<file path="src/rtl/cpp_pkg.sv">
package cpp_pkg;

  localparam logic [1:0] REG_HDR  = 2'd0;
  localparam logic [1:0] REG_PLD  = 2'd1;
  localparam logic [1:0] REG_STAT = 2'd2;

  localparam int ST_RX_EMPTY  = 1;
  localparam int ST_PLD_EMPTY = 3;
  localparam int ST_HDR_EMPTY = 5;
  localparam int ST_RD_DONE   = 7;
  localparam int ST_HDR_OVF   = 8;
  localparam int ST_PLD_OVF   = 9;

  typedef enum logic [1:0] {S_IDLE = 2'd0, S_HDR = 2'd1, S_BODY = 2'd2} ser_state_e;

  // Data types carrying a byte count and a body.
  function automatic logic is_long_dt(input logic [5:0] dt);
    case (dt[3:0])
      4'h9, 4'hC, 4'hD, 4'hE: return 1'b1;
      default:                return 1'b0;
    endcase
  endfunction

  // Number of 32-bit words needed to hold n bytes.
  function automatic logic [14:0] words_for_bytes(input logic [15:0] n);
    logic [16:0] t;
    t = {1'b0, n} + 17'd3;
    return t[16:2];
  endfunction

  // Header byte by index; the fourth byte is reserved and sent as zero.
  function automatic logic [7:0] hdr_byte(input logic [23:0] h, input logic [1:0] idx);
    case (idx)
      2'd0:    return h[7:0];
      2'd1:    return h[15:8];
      2'd2:    return h[23:16];
      default: return 8'h00;
    endcase
  endfunction

  // Byte lane of a payload word, lane 0 in bits 7:0.
  function automatic logic [7:0] word_byte(input logic [31:0] w, input logic [1:0] lane);
    return w[8*lane +: 8];
  endfunction

endpackage

</file>
<file path="src/rtl/cpp_fifo.sv">
module cpp_fifo #(
  parameter int W     = 32,
  parameter int DEPTH = 16,
  localparam int AW   = (DEPTH > 1) ? $clog2(DEPTH) : 1,
  localparam int CW   = $clog2(DEPTH + 1)
) (
  input  logic          clk,
  input  logic          rst_n,
  input  logic          push,
  input  logic [W-1:0]  wdata,
  input  logic          pop,
  output logic [W-1:0]  rdata,
  output logic          empty,
  output logic          full,
  output logic [CW-1:0] count,
  output logic          drop
);

  logic [W-1:0]  mem [DEPTH];
  logic [AW-1:0] wr_ptr, rd_ptr;
  logic          do_push, do_pop;

  assign empty   = (count == '0);
  assign full    = (count == CW'(DEPTH));
  assign do_push = push && !full;
  assign do_pop  = pop && !empty;
  assign drop    = push && full;
  assign rdata   = mem[rd_ptr];

  function automatic logic [AW-1:0] bump(input logic [AW-1:0] p);
    return (p == AW'(DEPTH - 1)) ? '0 : p + 1'b1;
  endfunction

  always_ff @(posedge clk or negedge rst_n) begin
    if (!rst_n) begin
      wr_ptr <= '0;
      rd_ptr <= '0;
      count  <= '0;
    end else begin
      if (do_push) wr_ptr <= bump(wr_ptr);
      if (do_pop)  rd_ptr <= bump(rd_ptr);
      case ({do_push, do_pop})
        2'b10:   count <= count + 1'b1;
        2'b01:   count <= count - 1'b1;
        default: count <= count;
      endcase
    end
  end

  always_ff @(posedge clk) begin
    if (do_push) mem[wr_ptr] <= wdata;
  end

  // a dropped write leaves the queue full
  a_r7_drop_stays_full: assert property (@(posedge clk) disable iff (!rst_n)
    (push && full && !pop) |=> full);

  // popping an empty queue with no push leaves it empty
  a_r8_pop_empty_no_effect: assert property (@(posedge clk) disable iff (!rst_n)
    (pop && empty && !push) |=> empty);

endmodule

</file>
<file path="src/rtl/cpp_tx_serializer.sv">
module cpp_tx_serializer
  import cpp_pkg::*;
#(
  parameter int CW = 5
) (
  input  logic          clk,
  input  logic          rst_n,
  input  logic          hdr_empty,
  input  logic [31:0]   hdr_word,
  output logic          hdr_pop,
  input  logic [CW-1:0] pld_count,
  input  logic          pld_empty,
  input  logic [31:0]   pld_word,
  output logic          pld_pop,
  output logic          tx_valid,
  input  logic          tx_ready,
  output logic [7:0]    tx_data,
  output logic          tx_sop,
  output logic          tx_eop
);

  ser_state_e  st;
  logic [23:0] hdr_q;
  logic        long_q;
  logic [1:0]  idx, lane;
  logic [15:0] remain;

  // Named internal events for assertions
  logic        launch, fire, has_body, body_last, hdr_last;
  logic [14:0] need_words;
  logic        unused_sink;

  assign unused_sink = ^hdr_word[31:24];

  assign need_words = words_for_bytes(hdr_word[23:8]);
  assign launch     = (st == S_IDLE) && !hdr_empty &&
                      (!is_long_dt(hdr_word[5:0]) || (32'(need_words) <= 32'(pld_count)));
  assign has_body   = long_q && (hdr_q[23:8] != 16'd0);
  assign hdr_last   = (st == S_HDR) && (idx == 2'd3);
  assign body_last  = (st == S_BODY) && (remain == 16'd1);

  assign tx_valid = (st != S_IDLE);
  assign fire     = tx_valid && tx_ready;
  assign tx_data  = (st == S_HDR) ? hdr_byte(hdr_q, idx) : word_byte(pld_word, lane);
  assign tx_sop   = (st == S_HDR) && (idx == 2'd0);
  assign tx_eop   = (hdr_last && !has_body) || body_last;
  assign hdr_pop  = launch;
  assign pld_pop  = fire && (st == S_BODY) && ((lane == 2'd3) || (remain == 16'd1));

  always_ff @(posedge clk or negedge rst_n) begin
    if (!rst_n) begin
      st     <= S_IDLE;
      hdr_q  <= '0;
      long_q <= 1'b0;
      idx    <= '0;
      lane   <= '0;
      remain <= '0;
    end else begin
      case (st)
        S_IDLE: if (launch) begin
          hdr_q  <= hdr_word[23:0];
          long_q <= is_long_dt(hdr_word[5:0]);
          idx    <= 2'd0;
          st     <= S_HDR;
        end
        S_HDR: if (fire) begin
          if (idx == 2'd3) begin
            if (has_body) begin
              st     <= S_BODY;
              remain <= hdr_q[23:8];
              lane   <= 2'd0;
            end else begin
              st <= S_IDLE;
            end
          end else begin
            idx <= idx + 2'd1;
          end
        end
        S_BODY: if (fire) begin
          remain <= remain - 16'd1;
          lane   <= lane + 2'd1;
          if (remain == 16'd1) st <= S_IDLE;
        end
        default: st <= S_IDLE;
      endcase
    end
  end

  // stalled byte and markers hold
  a_r10_hold_on_stall: assert property (@(posedge clk) disable iff (!rst_n)
    (tx_valid && !tx_ready) |=> (tx_valid && $stable(tx_data) && $stable(tx_eop) && $stable(tx_sop)));

  // the body never runs ahead of queued payload
  a_r4_body_has_data: assert property (@(posedge clk) disable iff (!rst_n)
    (st == S_BODY) |-> !pld_empty);

  // start marker only on a valid byte
  a_r1_sop_valid: assert property (@(posedge clk) disable iff (!rst_n)
    tx_sop |-> tx_valid);

  // after an accepted last byte the next byte, if any, starts a packet
  a_r5_eop_then_sop: assert property (@(posedge clk) disable iff (!rst_n)
    (fire && tx_eop) |=> (!tx_valid || tx_sop));

endmodule

</file>
<file path="src/rtl/cpp_regif.sv">
module cpp_regif
  import cpp_pkg::*;
(
  input  logic        clk,
  input  logic        rst_n,
  input  logic        wr_en,
  input  logic [1:0]  wr_addr,
  input  logic        rd_en,
  input  logic [1:0]  rd_addr,
  output logic [31:0] rd_data,
  output logic        hdr_push,
  output logic        pld_push,
  output logic        rx_pop,
  input  logic        hdr_empty,
  input  logic        pld_empty,
  input  logic        rx_empty,
  input  logic [31:0] rx_head,
  input  logic        hdr_drop,
  input  logic        pld_drop,
  input  logic        rx_done
);

  logic        hdr_ovf, pld_ovf, rd_done;
  logic        stat_rd;
  logic [31:0] status;

  assign hdr_push = wr_en && (wr_addr == REG_HDR);
  assign pld_push = wr_en && (wr_addr == REG_PLD);
  assign rx_pop   = rd_en && (rd_addr == REG_PLD) && !rx_empty;
  assign stat_rd  = rd_en && (rd_addr == REG_STAT);

  always_comb begin
    status               = '0;
    status[ST_RX_EMPTY]  = rx_empty;
    status[ST_PLD_EMPTY] = pld_empty;
    status[ST_HDR_EMPTY] = hdr_empty;
    status[ST_RD_DONE]   = rd_done;
    status[ST_HDR_OVF]   = hdr_ovf;
    status[ST_PLD_OVF]   = pld_ovf;
  end

  always_comb begin
    case (rd_addr)
      REG_STAT: rd_data = status;
      REG_PLD:  rd_data = rx_empty ? 32'd0 : rx_head;
      default:  rd_data = 32'd0;
    endcase
  end

  always_ff @(posedge clk or negedge rst_n) begin
    if (!rst_n) begin
      hdr_ovf <= 1'b0;
      pld_ovf <= 1'b0;
      rd_done <= 1'b0;
    end else begin
      if (hdr_drop)     hdr_ovf <= 1'b1;
      else if (stat_rd) hdr_ovf <= 1'b0;
      if (pld_drop)     pld_ovf <= 1'b1;
      else if (stat_rd) pld_ovf <= 1'b0;
      if (rx_done)       rd_done <= 1'b1;
      else if (hdr_push) rd_done <= 1'b0;
    end
  end

  // completion sets the flag, a header write clears it
  a_r9_done_sets: assert property (@(posedge clk) disable iff (!rst_n)
    rx_done |=> rd_done);
  a_r9_done_clears: assert property (@(posedge clk) disable iff (!rst_n)
    (hdr_push && !rx_done) |=> !rd_done);

  // overflow flags stay until a status read
  a_r7_ovf_sticky: assert property (@(posedge clk) disable iff (!rst_n)
    (hdr_ovf && !stat_rd) |=> hdr_ovf);

endmodule

</file>
<file path="src/rtl/cmd_pkt_engine.sv">
module cmd_pkt_engine
  import cpp_pkg::*;
#(
  parameter int TX_DEPTH = 16,
  parameter int RX_DEPTH = 16
) (
  input  logic        clk,
  input  logic        rst_n,
  input  logic        wr_en,
  input  logic [1:0]  wr_addr,
  input  logic [31:0] wr_data,
  input  logic        rd_en,
  input  logic [1:0]  rd_addr,
  output logic [31:0] rd_data,
  input  logic        rx_word_valid,
  input  logic [31:0] rx_word,
  input  logic        rx_done,
  output logic        tx_valid,
  input  logic        tx_ready,
  output logic [7:0]  tx_data,
  output logic        tx_sop,
  output logic        tx_eop
);

  localparam int TXC = $clog2(TX_DEPTH + 1);
  localparam int RXC = $clog2(RX_DEPTH + 1);

  logic           hdr_push, hdr_pop, hdr_empty, hdr_full, hdr_drop;
  logic [31:0]    hdr_head;
  logic [TXC-1:0] hdr_count;
  logic           pld_push, pld_pop, pld_empty, pld_full, pld_drop;
  logic [31:0]    pld_head;
  logic [TXC-1:0] pld_count;
  logic           rx_pop, rx_empty, rx_full, rx_drop;
  logic [31:0]    rx_head;
  logic [RXC-1:0] rx_count;
  logic           unused_sink;

  assign unused_sink = ^{hdr_full, hdr_count, pld_full, rx_full, rx_drop, rx_count};

  cpp_fifo #(.W(32), .DEPTH(TX_DEPTH)) u_hdr_q (
    .clk, .rst_n, .push(hdr_push), .wdata(wr_data), .pop(hdr_pop), .rdata(hdr_head),
    .empty(hdr_empty), .full(hdr_full), .count(hdr_count), .drop(hdr_drop));

  cpp_fifo #(.W(32), .DEPTH(TX_DEPTH)) u_pld_q (
    .clk, .rst_n, .push(pld_push), .wdata(wr_data), .pop(pld_pop), .rdata(pld_head),
    .empty(pld_empty), .full(pld_full), .count(pld_count), .drop(pld_drop));

  cpp_fifo #(.W(32), .DEPTH(RX_DEPTH)) u_rx_q (
    .clk, .rst_n, .push(rx_word_valid), .wdata(rx_word), .pop(rx_pop), .rdata(rx_head),
    .empty(rx_empty), .full(rx_full), .count(rx_count), .drop(rx_drop));

  cpp_regif u_regif (
    .clk, .rst_n, .wr_en, .wr_addr, .rd_en, .rd_addr, .rd_data,
    .hdr_push, .pld_push, .rx_pop, .hdr_empty, .pld_empty, .rx_empty, .rx_head,
    .hdr_drop, .pld_drop, .rx_done);

  cpp_tx_serializer #(.CW(TXC)) u_ser (
    .clk, .rst_n, .hdr_empty, .hdr_word(hdr_head), .hdr_pop,
    .pld_count, .pld_empty, .pld_word(pld_head), .pld_pop,
    .tx_valid, .tx_ready, .tx_data, .tx_sop, .tx_eop);

endmodule

</file>
<file path="config.mk">
export PLATFORM = sky130hd
export DESIGN_NAME = cmd_pkt_engine
export DESIGN_NICKNAME = d
export VERILOG_FILES = /design/src/rtl/cpp_pkg.sv /design/src/rtl/cpp_fifo.sv /design/src/rtl/cpp_tx_serializer.sv /design/src/rtl/cpp_regif.sv /design/src/rtl/cmd_pkt_engine.sv
export SDC_FILE = /design/constraint.sdc
export NUM_CORES = 2
export LEC_CHECK = 0
export ABC_CLOCK_PERIOD_IN_PS = 5600
export BUFFER_PORTS_ARGS = -buffer_cell sky130_fd_sc_hd__buf_2
export CORE_MARGIN = 1.5
export CORE_UTILIZATION = 31
export CTS_CLUSTER_SIZE = 8
export DETAILED_ROUTE_END_ITERATION = 12
export PLACE_DENSITY = 0.52
export SYNTH_ARGS = -nofsm -noshare
export SYNTH_HDL_FRONTEND = slang
export SYNTH_SLANG_ARGS = --single-unit
</file>
<file path="constraint.sdc">
create_clock -name clk -period 5.6 [get_ports clk]
set_clock_uncertainty 0.1 [all_clocks]
set_input_delay 1.12 -clock clk [delete_from_list [all_inputs] [get_ports clk]]
set_output_delay 1.12 -clock clk [all_outputs]
set_load 0.02 [all_outputs]
</file>
==> run metrics <==
outcome finished clean; final setup violation count 0; Detailed Routing Iterations Pass 1 7; Top delay family on crit path multiplexers; Initial DRC Count 2559; total grt overflow 0; Fin Setup TNS 0 ps; total global-route track usage 15.5%; CP most frequent cell mux4_2; Cell Rows 160; asr flop ratio synth 5.95%; clock latency on the worst-skew pair 830 ps; combinational fraction of design power 22.4%; Clock Path Buffers 3; wire length per cell 26.5 µm; routed wl met2 70.9 mm; Crit Path Max Fanout 15; met1 wire length 66.7 mm; initial antenna violation count 15; Post-Syn Instances 2722; Syn Nets 2844; Fill cells 17.4k; TritonCTS clock tree built; cts repair resizes 0; CP endpoint kind primary output; Worst slew margin 23.3%; CTS sink cnt 1497; hpwl dp 84.9 mm; Primary FF master, synth edfxtp_1; Worst EP required 4380 ps; area delta synth->final 17.4%; routability cong. 0.790; Buf/Inv on CP 3; Initial Util 31.2%; fmax 0.188 GHz; Leak 22.2 nW; clk root buf clkbuf_16; first-pass GRT wire length 215 mm; Seq pwr share 42.5%; # DRC 0; clock network power share 35.1%; Switching Fraction 28.3%; critical path class register to primary output; WL met3 7.58 mm; largest net degree at the start of global routing 69; RSZ-0062 raised after global routing no; Final Hold Viols 0; Tmin final 5310 ps; area leader, netlist edfxtp_1; post-route antenna net violation count 0; Synth cell types 81; Worst-Margin Slew 1150 ps; final wirelength 150 mm; Seq cells post-synth 1497; chip width 441 µm; top post-synthesis cells by area edfxtp_1, mux4_2, dfrtp_1; Via-to-Cell Ratio 5.03; cell-internal power 23.4 mW; Yosys top cell area share 71.2%; NetSw 9.24 mW; Worst Path Arrival 4090 ps; clock transition at the registers of the reported paths 60 ps; DIE AREA 194000 µm²; core box area 190000 µm²; num ports 118; average cell area after synthesis 21.8 µm²; Post-synth EDFFs 1408; vias in the first global route 29.5k; DR vias 28.4k; CP Cell Sequence buf_4 -> mux4_2 -> mux4_2 -> mux4_2 -> inv_1 -> o22ai_1 -> buf_2; cell area after synthesis 59400 µm²; Slew Limit Fails 0; maximum vdd drop 0.365 mV; Max Used Layer met5; delay of the slowest critical-path stage 670 ps; sequential share of the synthesized area 75.0%; share of post-route cells with drive strength above 1 31.1%; CP startpoint kind register; final critical-path share of the clock period 94.9%; Port Buf Inserts 117; Pwr Density 468 nW/µm²; Yosys warning total 0; TritonCTS buffer count 206; total power 32.6 mW; Die Ht 441 µm; maxcap violations 0; hold_buf cts 0; HP Class input port to async pin; fin nets 3138; critical path's slowest cell dfrtp_4; CTS H-Tree Depth 4
==> layer usage <==
layer | track usage, % | vias to the layer above
li1 | - | 12000
met1 | 21.4 | 15400
met2 | 24.1 | 770
met3 | 3.20 | 238
met4 | 5.64 | 12
met5 | 0 | -
==> power groups by stage <==
stage | clock network (mW) | logic, mW | registers (mW)
floorplan | 0 | 5.68 | 13.5
global placement | 0 | 7.38 | 14.1
detailed placement | 0 | 7.40 | 14.1
CTS | 11.8 | 7.43 | 13.9
global route | 12.2 | 7.90 | 13.9
finish | 11.5 | 7.32 | 13.9
==> flip-flops by register name (all words and copies together) (netlist names), 4 cells and up <==
signal and count:
u_pld_q.wr_ptr 4, u_rx_q.mem 512, u_pld_q.count 5, u_rx_q.rd_ptr 4
u_rx_q.count 5, u_pld_q.rd_ptr 4, u_ser.hdr_q 24, u_hdr_q.count 5
u_pld_q.mem 512, u_hdr_q.mem 384, u_hdr_q.rd_ptr 4, u_ser.remain 16
u_rx_q.wr_ptr 4, u_hdr_q.wr_ptr 4
==> layout make-up <==
cell class	instances	area (µm²)	area share (%)
Antenna cell	9	22.5	0.0323
Sequential cell	1497	44500	63.9
Multi-Input combinational cell	1032	14200	20.3
Tap cell	2511	3140	4.51
Clock inverter	15	323	0.463
Clock buffer	311	5590	8.03
Timing Repair Buffer	222	1690	2.42
Inverter	57	214	0.307
==> cells by family (layout without fill, tap and decap cells) <==
kind of cell | Yosys count | in the layout | synth area share [%]
multiplexers | 484 | 484 | 17.4
adder cells (fa/ha/maj) | 47 | 47 | 1.03
buffers and inverters | 193 | 605 | 1.57
AND/OR/NAND/NOR | 286 | 286 | 2.50
flip-flops | 1497 | 1497 | 75.0
AO/OA/AOI/OAI | 189 | 189 | 2.18
XOR/XNOR | 26 | 26 | 0.384
other | 0 | 9 | 0
==> Yosys cell counts (all sizes together) (6+ instances only) <==
master	count
edfxtp	1408
mux4	422
dfrtp	89
nand2	71
buf	70
clkbuf	66
nor2	57
inv	56
o21ai	49
ha	44
a21oi	40
nand3	34
mux2	32
nor2b	32
mux2i	30
and2	26
o22ai	26
nor3	17
xnor2	17
a22oi	16
nor4	13
nand2b	12
a21o	10
xor2	9
a222oi	8
a31o	6
and3	6
==> repair_timing <==
action	4_1_cts	5_1_grt
setup buffers	0	3
endpoints found under the setup margin	0	1
endpoints found under the hold margin	0	0
==> worst reg2reg max path, delay by kind of cell (launching register included) <==
kind	cells	cell delay, ps
AO/OA/AOI/OAI	9	1540
flip-flops	1	530
AND/OR/NAND/NOR	4	470
buffers and inverters	3	250
adder cells (fa/ha/maj)	3	890
multiplexers	2	910
XOR/XNOR	3	410
==> metrics by stage <==
step           instances  cell area (µm²)  util [%]  setup WS (ps)  hold WS (ps)
2_1_floorplan       2722            59400         -            644           349
3_3_place_gp        5316            63700      33.5            367           365
3_5_place_dp        5316            63700      33.5            296           366
4_1_cts             5642            69600      36.6            161           217
5_1_grt             5648            69700      36.6           5.80           256
6_report            5654            69700      36.6            286           267
==> path summary, 6_finish.rpt <==
path / start / endpoint / slack [ps] / cells past startpoint
min reg2reg: u_regif.rd_done / u_regif.rd_done / 380 / 1
max: u_pld_q.rd_ptr[0] / tx_data[3] / 290 / 7
min: rst_n / u_ser.hdr_q[2] / 270 / 1
max in group asynchronous: rst_n / u_rx_q.rd_ptr[2] / 3960 / 2
min in group clk: u_regif.rd_done / u_regif.rd_done / 380 / 1
max reg2reg: u_hdr_q.rd_ptr[1] / u_hdr_q.count[4] / 380 / 24
==> cell usage in the layout, fill, tap and decap left out, drive strengths merged, types with 8 or more instances in the layout <==
cell type  synthesis  final
nor2              57     57
buf               70    222
o21ai             49     49
a21o              10     10
dfrtp             89     89
and2              26     26
mux2i             30     30
mux4             422    422
diode              0      9
clkinv             1     11
a222oi             8      8
nand2             71     71
nand2b            12     12
nor4              13     13
a21oi             40     40
nor3              17     17
clkbuf            66    311
xnor2             17     17
mux2              32     32
nor2b             32     32
edfxtp          1408   1408
a22oi             16     16
xor2               9      9
nand3             34     34
o22ai             26     26
ha                44     44
inv               56     59
Note: power is estimated with default switching activity, not from simulation.
